[src/rtl/pci_seq_pkg.sv]
package pci_seq_pkg;
  typedef enum logic [2:0] {
    ST_IDLE, ST_ADR_LO, ST_ADR_HI, ST_DATA, ST_REL
  } seq_state_e;

  localparam logic [3:0] CMD_DUAL_ADDR = 4'b1101;
endpackage

[src/rtl/pci_seq_req.sv]
module pci_seq_req #(
  parameter int MAX_BEATS = 8,
  parameter int DW        = 32,
  localparam int CW       = DW / 8,
  localparam int BW       = $clog2(MAX_BEATS),
  localparam int AW       = 2 * DW
) (
  input  logic                      clk_i,
  input  logic                      rst_ni,
  input  logic                      take_i,
  input  logic [3:0]                cmd_i,
  input  logic [AW-1:0]             addr_i,
  input  logic                      wr_i,
  input  logic [BW-1:0]             len_i,
  input  logic [MAX_BEATS*DW-1:0]   wdata_i,
  input  logic [MAX_BEATS*CW-1:0]   be_i,
  input  logic [BW-1:0]             beat_i,
  output logic [3:0]                cmd_o,
  output logic [AW-1:0]             addr_o,
  output logic                      wr_o,
  output logic                      dual_o,
  output logic [BW-1:0]             len_o,
  output logic [DW-1:0]             wd_o,
  output logic [CW-1:0]             be_o
);
  logic [MAX_BEATS*DW-1:0] wdata_q;
  logic [MAX_BEATS*CW-1:0] be_q;

  always_ff @(posedge clk_i or negedge rst_ni) begin
    if (!rst_ni) begin
      cmd_o   <= '0;
      addr_o  <= '0;
      wr_o    <= 1'b0;
      len_o   <= '0;
      wdata_q <= '0;
      be_q    <= '0;
    end else if (take_i) begin
      cmd_o   <= cmd_i;
      addr_o  <= addr_i;
      wr_o    <= wr_i;
      len_o   <= len_i;
      wdata_q <= wdata_i;
      be_q    <= be_i;
    end
  end

  assign dual_o = |addr_o[AW-1:DW];
  assign wd_o   = wdata_q[beat_i*DW +: DW];
  assign be_o   = be_q[beat_i*CW +: CW];
endmodule

[src/rtl/pci_seq_ctrl.sv]
module pci_seq_ctrl
  import pci_seq_pkg::*;
#(
  parameter int MAX_BEATS = 8,
  localparam int BW       = $clog2(MAX_BEATS)
) (
  input  logic          clk_i,
  input  logic          rst_ni,
  input  logic          start_i,
  input  logic          gnt_ni,
  input  logic          bus_idle_i,
  input  logic          dual_i,
  input  logic          trdy_ni,
  input  logic [BW-1:0] len_i,
  output seq_state_e    state_o,
  output logic [BW-1:0] beat_o,
  output logic          take_o,
  output logic          pend_o,
  output logic          last_o,
  output logic          complete_o
);
  seq_state_e    state_q;
  logic [BW-1:0] beat_q;
  logic          pend_q;

  assign take_o     = start_i && state_q == ST_IDLE && !pend_q;
  assign last_o     = beat_q == len_i;
  assign complete_o = state_q == ST_DATA && !trdy_ni;

  always_ff @(posedge clk_i or negedge rst_ni) begin
    if (!rst_ni) begin
      state_q <= ST_IDLE;
      beat_q  <= '0;
      pend_q  <= 1'b0;
    end else begin
      if (take_o) pend_q <= 1'b1;
      unique case (state_q)
        ST_IDLE: if (pend_q && !gnt_ni && bus_idle_i) begin
          state_q <= ST_ADR_LO;
          pend_q  <= 1'b0;
        end
        ST_ADR_LO: begin
          state_q <= dual_i ? ST_ADR_HI : ST_DATA;
          beat_q  <= '0;
        end
        ST_ADR_HI: state_q <= ST_DATA;
        ST_DATA: if (complete_o) begin
          if (last_o) state_q <= ST_REL;
          else        beat_q  <= beat_q + 1'b1;
        end
        ST_REL: state_q <= ST_IDLE;
        default: state_q <= ST_IDLE;
      endcase
    end
  end

  assign state_o = state_q;
  assign beat_o  = beat_q;
  assign pend_o  = pend_q;
endmodule

[src/rtl/pci_init_seq.sv]
module pci_init_seq
  import pci_seq_pkg::*;
#(
  parameter int MAX_BEATS = 8,
  parameter int DW        = 32,
  localparam int CW       = DW / 8,
  localparam int BW       = $clog2(MAX_BEATS),
  localparam int AW       = 2 * DW
) (
  input  logic                    clk_i,
  input  logic                    rst_ni,
  input  logic                    start_i,
  input  logic [3:0]              cmd_i,
  input  logic [AW-1:0]           addr_i,
  input  logic                    wr_i,
  input  logic [BW-1:0]           len_i,
  input  logic [MAX_BEATS*DW-1:0] wdata_i,
  input  logic [MAX_BEATS*CW-1:0] be_i,
  output logic                    busy_o,
  output logic                    done_o,
  output logic                    rvalid_o,
  output logic [DW-1:0]           rdata_o,
  input  logic                    gnt_ni,
  input  logic                    trdy_ni,
  input  logic                    frame_ni,
  input  logic                    irdy_ni,
  input  logic [DW-1:0]           ad_i,
  output logic [DW-1:0]           ad_o,
  output logic                    ad_oe_o,
  output logic [CW-1:0]           cbe_o,
  output logic                    cbe_oe_o,
  output logic                    frame_o,
  output logic                    frame_oe_o,
  output logic                    irdy_o,
  output logic                    irdy_oe_o
);
  seq_state_e    state;
  logic [BW-1:0] beat, len;
  logic          take, pend, last, complete, dual, wr;
  logic [3:0]    cmd;
  logic [AW-1:0] addr;
  logic [DW-1:0] wd;
  logic [CW-1:0] be;
  logic          bus_idle, park;

  assign bus_idle = frame_ni && irdy_ni;
  assign park     = state == ST_IDLE && !gnt_ni && bus_idle;

  pci_seq_ctrl #(.MAX_BEATS(MAX_BEATS)) u_ctrl (
    .clk_i, .rst_ni, .start_i, .gnt_ni,
    .bus_idle_i(bus_idle), .dual_i(dual), .trdy_ni, .len_i(len),
    .state_o(state), .beat_o(beat), .take_o(take), .pend_o(pend),
    .last_o(last), .complete_o(complete)
  );

  pci_seq_req #(.MAX_BEATS(MAX_BEATS), .DW(DW)) u_req (
    .clk_i, .rst_ni, .take_i(take), .cmd_i, .addr_i, .wr_i, .len_i,
    .wdata_i, .be_i, .beat_i(beat),
    .cmd_o(cmd), .addr_o(addr), .wr_o(wr), .dual_o(dual), .len_o(len),
    .wd_o(wd), .be_o(be)
  );

  // read capture is registered: strobe follows the completing edge
  always_ff @(posedge clk_i or negedge rst_ni) begin
    if (!rst_ni) begin
      rvalid_o <= 1'b0;
      rdata_o  <= '0;
    end else begin
      rvalid_o <= complete && !wr;
      if (complete && !wr) rdata_o <= ad_i;
    end
  end

  assign busy_o = pend || state != ST_IDLE;
  assign done_o = state == ST_REL;

  always_comb begin
    ad_o       = '0;
    ad_oe_o    = 1'b0;
    cbe_o      = '0;
    cbe_oe_o   = 1'b0;
    frame_o    = 1'b1;
    frame_oe_o = 1'b0;
    irdy_o     = 1'b1;
    irdy_oe_o  = 1'b0;
    unique case (state)
      ST_IDLE: begin
        ad_oe_o  = park;
        cbe_oe_o = park;
      end
      ST_ADR_LO, ST_ADR_HI: begin
        frame_o    = 1'b0;
        frame_oe_o = 1'b1;
        irdy_oe_o  = 1'b1;
        ad_oe_o    = 1'b1;
        cbe_oe_o   = 1'b1;
        if (state == ST_ADR_LO) begin
          ad_o  = addr[DW-1:0];
          cbe_o = dual ? CMD_DUAL_ADDR : cmd;
        end else begin
          ad_o  = addr[AW-1:DW];
          cbe_o = cmd;
        end
      end
      ST_DATA: begin
        frame_o    = last;
        frame_oe_o = 1'b1;
        irdy_o     = 1'b0;
        irdy_oe_o  = 1'b1;
        ad_oe_o    = wr;
        ad_o       = wr ? wd : '0;
        cbe_o      = be;
        cbe_oe_o   = 1'b1;
      end
      ST_REL: begin
        frame_oe_o = 1'b1;
        irdy_oe_o  = 1'b1;
      end
      default: ;
    endcase
  end
endmodule

[config.mk]
export PLATFORM = sky130hd
export DESIGN_NAME = pci_init_seq
export DESIGN_NICKNAME = d
export VERILOG_FILES = /design/src/rtl/pci_seq_pkg.sv /design/src/rtl/pci_seq_req.sv /design/src/rtl/pci_seq_ctrl.sv /design/src/rtl/pci_init_seq.sv
export SDC_FILE = /design/constraint.sdc
export NUM_CORES = 1
export LEC_CHECK = 0
export CAP_MARGIN = 20
export CORE_ASPECT_RATIO = 1.2
export CORE_MARGIN = 2
export CORE_UTILIZATION = 49
export DETAILED_ROUTE_END_ITERATION = 8
export GPL_TIMING_DRIVEN = 0
export PLACE_DENSITY = 0.81
export SYNTH_ARGS = -nofsm -noshare
export SYNTH_HDL_FRONTEND = slang
export SYNTH_SLANG_ARGS = --single-unit
[constraint.sdc]
create_clock -name clk_i -period 2.7 [get_ports clk_i]
set_clock_uncertainty 0.1 [all_clocks]
set_input_delay 0.405 -clock clk_i [delete_from_list [all_inputs] [get_ports clk_i]]
set_output_delay 0.405 -clock clk_i [all_outputs]
set_load 0.02 [all_outputs]
==> flow_summary.toml, run 1 <==
[floorplanning]
die_y_microns = 214
rows = 76
die-width_microns = 179
coreArea_sq_mm = 0.0360
die_area_sq_mm = 0.0382
io_pins = 476
initial_core_util = 0.498

[layout]
final_nets = 2050
syn_to_final_growth_pct = 41.8
layout-drive-gt1-share = 0.376
fin_area_sq_mm = 0.0254
fin_cells = 2171
post-route-util = 0.706
num-fill-cells = 2400

[synthesis]
ys_types = 40
avgSynthCellArea_sq_um = 16.2
synth_edf_count = 0
synthCells = 1107
syn_nets = 1507
synthFlopType = "dfrtp_1"
synth_seq_area_share = 0.558
ys_async_sr_fraction = 1.00
ys_seq_elements = 400
syn_area_sq_mm = 0.0179
ys_warn_count = 0

[cts]
cts_tree = "yes"
clk_pin_slew_ps = 60
htree_levels = 2
clkLatencyLatePin_ps = 550
cts_root_buf = "clkbuf_16"
cts_buffer_depth = 3
cts_sinks = 400
cts_buffers = 42

[drt]
drt_iter0_drc = 651
vias = 12300
wl_per_cell_microns = 25.8
ant_nets = 0
drt_first_pass_iters = 5
vias_per_cell = 5.65
drc = 0
wl_mm = 56.1

[sta]
maxSlewHeadroom = 0.568
worst_pin_slew_ps = 648
slew_violations = 0
layout_setup_ws_ps = -262
finalCriticalPeriod_ps = 2960
max_freq_mhz = 338
finalSetupViolCount = 37
hold_viol = 0
rsz0062_at_grt = "yes"
worst_hold_slack_ps = 274
min_period_over_period = 1.10

[global_routing]
use_met3 = 0.0738
gr-usage-met1 = 0.330
track_usage = 0.289
top_usage_layer = "met2"
grt_max_degree = 127
antenna_found_initial = 20
overflow = 0
grt_use_met2 = 0.508
grt_pass1_wl_mm = 80.4
grt_pass1_vias = 13200

[job]
drv_cap = 0

[run_status]
status = "complete, but fails checks"
failed_checks = "negative setup slack"

[critical_path]
reg2reg_slack_ps = 320
worst-r2r-cell-count = 6
startpoint_type = "flip-flop"
arrival_ps = 2460
worst_setup_path_end_kind = "output pin"
timing_worst_setup_path_type = "reg -> out"
cp.required_ps = 2190
cp_max_fo = 7

[placement]
pre_cts_slack_ps = -902
hpwlAfterDp_mm = 40.8
portBuffers = 475
dp.cells = 2053
gp_congestion = 0.822
place_area_sq_mm = 0.0234

[pwr]
power.density_mw_per_mm2 = 1140
leakage_uw = 0.0108
ir_drop_mv = 0.759

[worst_hold_path]
hp-class = "in -> async"
## power breakdown
group,switching [uW],total [uW],internal (uW)
Clock,2400,5890,3490
Combinational,5460,12500,7040
Sequential,1750,10700,8930
Total,9610,29100,19500
## final timing paths
check                                  start                 end
min in group clk_i                  be_i[23]      u_req.be_q[23]
hold reg to reg             u_req.addr_o[19]    u_req.addr_o[19]
max in group asynchronous             rst_ni   u_req.wdata_q[18]
setup / recovery            u_ctrl.beat_o[0]            ad_o[21]
setup reg to reg           u_ctrl.state_o[2]  u_req.wdata_q[184]
hold / removal                        rst_ni      u_req.be_q[10]
## worst max-delay path: stages, from the launching register on
cell and delay [ps]:
dfrtp_2 470, clkbuf_16 230, buf_12 140, mux4_2 550, mux2i_2 220, o22ai_2 130
buf_6 160
## registers in the layout, indices dropped and copies added, names as in the netlist
name and flops:
u_req.len_o 3, rdata_o 32, u_req.be_q 32, u_req.wdata_q 256
u_req.addr_o 64, u_ctrl.beat_o 3, u_req.cmd_o 4, rvalid_o 1
u_ctrl.state_o 3, u_req.wr_o 1, u_ctrl.pend_o 1
## cells in the final DEF (no fill, tap or decap), types with 11 or more instances in the layout
cell,netlist,final
mux2i_1,67,56
clkdlybuf4s50_1,0,436
dfrtp_1,400,397
diode_2,0,21
o22ai_1,33,30
buf_6,22,36
buf_4,15,51
clkbuf_8,0,14
buf_2,15,11
mux2_2,321,321
clkbuf_16,0,50
mux2_1,70,70
mux4_2,72,72
## synth_stat cells (2+ instances only)
cell	n	area [sq um]
buf_2	15	75.1
dfrtp_1	400	10000
buf_4	15	113
mux2_2	321	3610
buf_1	6	22.5
o21ai_0	9	45.0
and2_1	3	18.8
mux4_2	72	1620
inv_1	9	33.8
mux2i_1	67	671
buf_6	22	248
nand2_1	6	22.5
buf_8	7	105
o221ai_1	3	26.3
nor4_1	9	56.3
nand4_1	2	12.5
o22ai_1	33	206
o21a_1	2	15.0
xor2_1	4	35.0
mux2_1	70	788
nand3b_1	2	15.0
clkbuf_1	11	41.3
nor2_1	2	7.51
## metal layers
layer	vias to the layer above	share of wire
met4	2	0.039
met3	110	0.068
met1	6438	0.37
li1	5264	-
met5	-	0.00018
met2	457	0.53
## cell type report
type,instances,area [sq um],area share
clock inverter,10,81.3,0.00320
clock buffer,66,1340,0.0525
antenna,21,52.6,0.00207
multi-input combinational,621,7450,0.293
buffer,75,835,0.0328
sequential,400,10000,0.394
tap,468,586,0.0230
inverter,10,37.5,0.00148
timing repair buffer,500,5040,0.198
## logic make-up after synthesis
kind of cell,after synthesis,share of synthesized area
buf+inv,86,0.0358
simple gates,32,0.0109
mux,530,0.373
xor+xnor,5,0.00244
compound gates,53,0.0192
fa+ha+maj,1,0.000697
flops,400,0.558
## stage by stage
stage                     power (uW)  TNS (ps)
after floorplan                17700         0
after global placement         22000  -6518700
after detailed placement       22400    -27910
after CTS                      28800     -7150
after global routing           30500     -9170
final                          29100     -6260
## what timing repair did
item | CTS | global route
setup buffers | 4 | 12
hold endpoints to repair | 62 | 0
cloned | 2 | 4
pin swaps | 5 | 12
resized for setup | 286 | 45
setup endpoints to repair | 39 | 38
hold buffers | 1 | 0
No activity file was read; power rests on OpenSTA's default activity.
==> run 2, diff against run 1 <==
Settings changed: CTS_CLUSTER_SIZE from default to 20, HOLD_SLACK_MARGIN from default to 0.15.
==> run 2 against run 1 <==
Against the previous run: wire length is 2.3% lower; register-to-register slack worse by 30 ps; clock-buffer cell count is 3 higher; combinational power hardly changed; sequential share of layout area is 0.12 points higher; non-clock buffer count is 1 higher; via count is 0.53% lower; the flow still finishes with violations (negative setup slack); clock power is 3% lower; power is 1.0% lower; largest power group unchanged; die area stayed put.
==> flow_summary.toml, run 2 (synthesis results as in run 1) <==
[critical_path]
cp_top_family = "multiplexers"
reg2reg_slack_ps = 290
critPathBufInv = 3
critPathMaxStageDelay_ps = 520
timing_worst_setup_path_type = "reg -> out"
worst_setup_path_end_kind = "output pin"
crit_slowest_cell = "mux4_2"
cp_max_fo = 8
path_cells = "buf_12, buf_12, mux4_2, mux2_4, a32o_2, buf_6"
startpoint_type = "flip-flop"
cp_common_cell = "buf_12"
cp-endpoint = "cbe_o[1]"
cp.required_ps = 2190
r2r_end = "u_req.wdata_q[184]"
crit_cells = 6
arrival_ps = 2440
r2r_start = "u_ctrl.state_o[2]"
startpoint = "u_ctrl.beat_o[0]"
worst-r2r-cell-count = 6

[cts]
cts_tree = "yes"
cts_root_buf = "clkbuf_16"
cts_buffer_depth = 3
clk_pin_slew_ps = 60
cts_buffers = 42
clkLatencyLatePin_ps = 550
htree_levels = 2
cts_sinks = 400

[sta]
maxSlewHeadroom = 0.568
layout_setup_ws_ps = -242
max_freq_mhz = 340
worst_pin_slew_ps = 648
slew_violations = 0
hold_viol = 0
finalCriticalPeriod_ps = 2940
finalSetupViolCount = 35
rsz0062_at_grt = "yes"
min_period_over_period = 1.09

[floorplanning]
die_area_sq_mm = 0.0382
die_y_microns = 214
initial_core_util = 0.498
coreArea_sq_mm = 0.0360
io_pins = 476
rows = 76
die-width_microns = 179

[global_routing]
grt_pass1_wl_mm = 79.4
grt_use_met2 = 0.493
top_usage_layer = "met2"
use_met3 = 0.0676
gr-usage-met1 = 0.332
grt_max_degree = 127
track_usage = 0.286
grt_pass1_vias = 13100
antenna_found_initial = 18
overflow = 0

[drt]
vias_per_cell = 5.63
vias = 12200
wl_per_cell_microns = 25.3
drt_iter0_drc = 602
drt_first_pass_iters = 5
drc = 0
wl_mm = 54.8
ant_nets = 0

[job]
drv_cap = 0

[worst_hold_path]
hp-class = "in -> async"

[run_status]
status = "complete, but fails checks"
failed_checks = "negative setup slack"

[pwr]
clockPowerShare = 0.199
p_int_uw = 19300
power.density_mw_per_mm2 = 1130
pwr-share-seq = 0.370
netSwitchingPower_uw = 9450
leakage_uw = 0.0108
power_frac_comb = 0.431
ir_drop_mv = 0.588
p_total_uw = 28800
swShare = 0.329

[layout]
fin_area_sq_mm = 0.0254
final_nets = 2051
layout-drive-gt1-share = 0.374
largest_register = "u_req.wdata_q"
layout_commonest_cell = "clkdlybuf4s50_1"
syn_to_final_growth_pct = 41.4
top_regs = "u_req.wdata_q x256, u_req.addr_o x64"
num-fill-cells = 2435
largest_reg_flops = 256
final_cell_mix = "436 x clkdlybuf4s50_1, 396 x dfrtp_1, 320 x mux2_2"

[placement]
gp_congestion = 0.822
pre_cts_slack_ps = -902
hpwlAfterDp_mm = 40.8
place_area_sq_mm = 0.0234
portBuffers = 475
==> run 2: cell types whose count changed in the layout (fill, tap and decap cells not counted), moves of 2 or more <==
cell       change
buf_8          -2
clkbuf_1       +4
buf_6          -3
buf_12         +4
buf_4          +5
clkbuf_16      -3
mux2i_2        -2
clkinv_2       -5
buf_2          +3
==> run 2: how the worst min path moves through the flow <==
| stage | from | to | slack (ps) | cells after the start |
|---|---|---|---|---|
| 2_1_floorplan | rst_ni | rdata_o[0] | 9 | 0 |
| 3_3_place_gp | u_req.be_q[9] | u_req.be_q[9] | 360 | 1 |
| 3_5_place_dp | rst_ni | u_req.be_q[10] | 270 | 1 |
| 4_1_cts | rst_ni | u_req.be_q[10] | 300 | 2 |
| 5_1_grt | rst_ni | u_req.be_q[20] | 340 | 2 |
| 6_report | rst_ni | u_req.be_q[10] | 290 | 2 |
==> run 2: cell type report <==
type | instances | area, sq um | area share
Antenna cell | 21 | 52.6 | 0.00207
Inverter | 10 | 37.5 | 0.00148
Tap cell | 468 | 586 | 0.0231
Timing Repair Buffer | 501 | 4990 | 0.197
Multi-Input combinational cell | 621 | 7480 | 0.295
Clock inverter | 4 | 23.8 | 0.000937
Clock buffer | 69 | 1340 | 0.0527
Buffer | 75 | 842 | 0.0332
Sequential cell | 400 | 10000 | 0.395
==> run 2: repair_timing <==
action | in CTS | in global routing
endpoints found under the setup margin | 39 | 38
hold endpoints to repair | 62 | 0
gates resized for setup | 264 | 66
cloned | 0 | 2
hold buffers | 1 | 0
pin swaps | 7 | 5
setup buffers | 6 | 14
==> run 2: per-stage QoR <==
| stage | std cells | hold WS [ps] | util | setup TNS (ps) |
|---|---|---|---|---|
| after floorplan | 1107 | 9.41 | - | 0 |
| after global placement | 2050 | 362 | 0.646 | -6518700 |
| after detailed placement | 2053 | 275 | 0.648 | -27910 |
| after CTS | 2132 | 298 | 0.695 | -6120 |
| after global routing | 2167 | 343 | 0.704 | -7530 |
| final | 2169 | 288 | 0.704 | -4360 |
==> run 2: power by group through the flow <==
stage | clock network (uW) | registers, uW | logic [uW]
2_1_floorplan | 0 | 10300 | 7380
3_3_place_gp | 0 | 10500 | 11500
3_5_place_dp | 0 | 10600 | 11800
4_1_cts | 5800 | 10600 | 12000
5_1_grt | 6070 | 11000 | 13200
6_report | 5720 | 10600 | 12400
==> run 2: per-layer routing <==
layer  wire (microns)  share of wire
met5                0              0
met3             4090          0.075
met1            19700           0.36
met2            28400           0.52
met4             2650          0.048
==> run 3, diff against run 2 <==
Settings changed: CAP_MARGIN 20 to 15, CORE_ASPECT_RATIO 1.2 to 1.75.
==> run 3 against run 2 <==
Against the previous run: the flow still finishes with violations (negative setup slack); wire length rose by 3.6%; cell count barely moved; critical path depth rose by 1; clock power fell by 4.4%; global-route usage rose by 0.68 points; register-to-register slack got worse by 60 ps; critical endpoint is now ad_o[2].
==> flow_summary.toml, run 3 (synthesis results as in run 1) <==
[run_status]
status = "complete, but fails checks"
failed_checks = "negative setup slack"

[sta]
hold_viol = 0
max_freq_mhz = 341
final.setup.tns_ps = -5320
worst_pin_slew_ps = 628
maxSlewHeadroom = 0.579
finalSetupViolCount = 37
slew_violations = 0
rsz0062_at_grt = "yes"
min_period_over_period = 1.09
layout_setup_ws_ps = -233
finalCriticalPeriod_ps = 2930

[layout]
syn_to_final_growth_pct = 41.1
fin_cells = 2167
layout-drive-gt1-share = 0.371
final_cell_mix = "434 x clkdlybuf4s50_1, 399 x dfrtp_1, 321 x mux2_2"
final_nets = 2041
top_regs = "u_req.wdata_q x256, u_req.addr_o x64"
largest_register = "u_req.wdata_q"
largest_reg_flops = 256
layout_commonest_cell = "clkdlybuf4s50_1"
num-fill-cells = 2514

[critical_path]
reg2reg_slack_ps = 230
crit_slowest_cell = "mux4_2"
r2r_end = "rdata_o[9]"
arrival_ps = 2430
critPathMaxStageDelay_ps = 530
worst_setup_path_end_kind = "output pin"
startpoint_type = "flip-flop"
timing_worst_setup_path_type = "reg -> out"
worst-r2r-cell-count = 7
path_cells = "buf_6, buf_12, buf_12, mux4_2, mux2i_1, o22ai_1, buf_4"
cp_common_cell = "buf_12"
r2r_start = "u_ctrl.state_o[0]"
cp.required_ps = 2190
cp_max_fo = 6

[global_routing]
grt_pass1_vias = 13600
antenna_found_initial = 26
grt_max_degree = 121
track_usage = 0.293
overflow = 0
grt_pass1_wl_mm = 82.6

[cts]
cts_buffer_depth = 3
cts_sinks = 400
cts_root_buf = "clkbuf_16"
clkLatencyLatePin_ps = 540
htree_levels = 2
cts_buffers = 38
cts_tree = "yes"
clk_pin_slew_ps = 60

[drt]
wl_per_cell_microns = 26.2
drt_first_pass_iters = 5
vias_per_cell = 5.59
ant_nets = 0
drc = 0
wl_mm = 56.8
drt_iter0_drc = 496
vias = 12100

[placement]
pre_cts_slack_ps = -954
hpwlAfterDp_mm = 42.7
portBuffers = 475
gp_congestion = 0.862
dp.cells = 2055

[floorplanning]
coreArea_sq_mm = 0.0360
die-width_microns = 149
initial_core_util = 0.498
rows = 92
io_pins = 476
die_y_microns = 257
die_area_sq_mm = 0.0382

[pwr]
leakage_uw = 0.0107
power.density_mw_per_mm2 = 1140
swShare = 0.334
netSwitchingPower_uw = 9620
ir_drop_mv = 0.688
clockPowerShare = 0.190
p_int_uw = 19200
pwr-share-seq = 0.371
power_frac_comb = 0.438

[worst_hold_path]
hp-class = "in -> async"

[job]
drv_cap = 0
-- run 3: worst max path at each step --
stage	startpoint	endpoint	slack, ps
after detailed placement	u_ctrl.beat_o[1]	ad_o[28]	-950
after global placement	rst_ni	u_req.wdata_q[134]	-16060
after CTS	u_ctrl.beat_o[0]	ad_o[20]	-310
after floorplan	u_ctrl.beat_o[1]	ad_o[14]	500
final	u_ctrl.beat_o[0]	ad_o[2]	-230
after global routing	u_ctrl.beat_o[0]	ad_o[2]	-300
-- run 3: per-stage QoR --
stage          hold WS [ps]  utilization  instance area, sq um  power [uW]
6_report                318        0.702                 25300       28800
5_1_grt                 355        0.702                 25300       30100
3_3_place_gp            362        0.646                 23300       22000
3_5_place_dp            297        0.649                 23400       22500
4_1_cts                 322        0.697                 25100       28500
2_1_floorplan          9.41            -                 17900       17700
-- run 3: metal layers --
layer  routed length (microns)  global-route usage  vias to the layer above
met4                      2590               0.145                        0
met1                     19400               0.311                     6339
met2                     31500               0.544                      438
li1                          -                   -                     5208
met5                         0                   0                        -
met3                      3290              0.0562                      120
-- run 3: final cells by class --
| type | instances | area (sq um) | share of cell area |
|---|---|---|---|
| clock buffer | 59 | 1150 | 0.0456 |
| sequential | 400 | 10000 | 0.396 |
| multi-input combinational | 621 | 7510 | 0.297 |
| timing repair buffer | 495 | 4990 | 0.197 |
| buffer | 75 | 851 | 0.0336 |
| inverter | 10 | 37.5 | 0.00148 |
| antenna | 27 | 67.6 | 0.00267 |
| tap | 470 | 588 | 0.0232 |
| clock inverter | 10 | 104 | 0.00410 |
-- run 3: repair_timing --
action	4_1_cts	5_1_grt
cloned	0	5
hold buffers	1	0
resized for setup	249	95
pin swaps	4	3
setup buffers	10	1
hold endpoints to repair	75	0
setup endpoints to repair	39	41
-- run 3: power by group through the flow --
stage          logic [uW]  clock network, uW  registers, uW
6_report            12600               5470          10700
5_1_grt             13400               5780          11000
4_1_cts             12300               5510          10600
3_5_place_dp        11900                  0          10600
3_3_place_gp        11600                  0          10500
2_1_floorplan        7380                  0          10300
-- run 3: critical path: cells and delay by family (launching register included) --
| family | cells | cell delay (ps) |
|---|---|---|
| muxes | 2 | 750 |
| buffers and inverters | 4 | 540 |
| DFF | 1 | 470 |
| AOI/OAI and AO/OA | 1 | 120 |
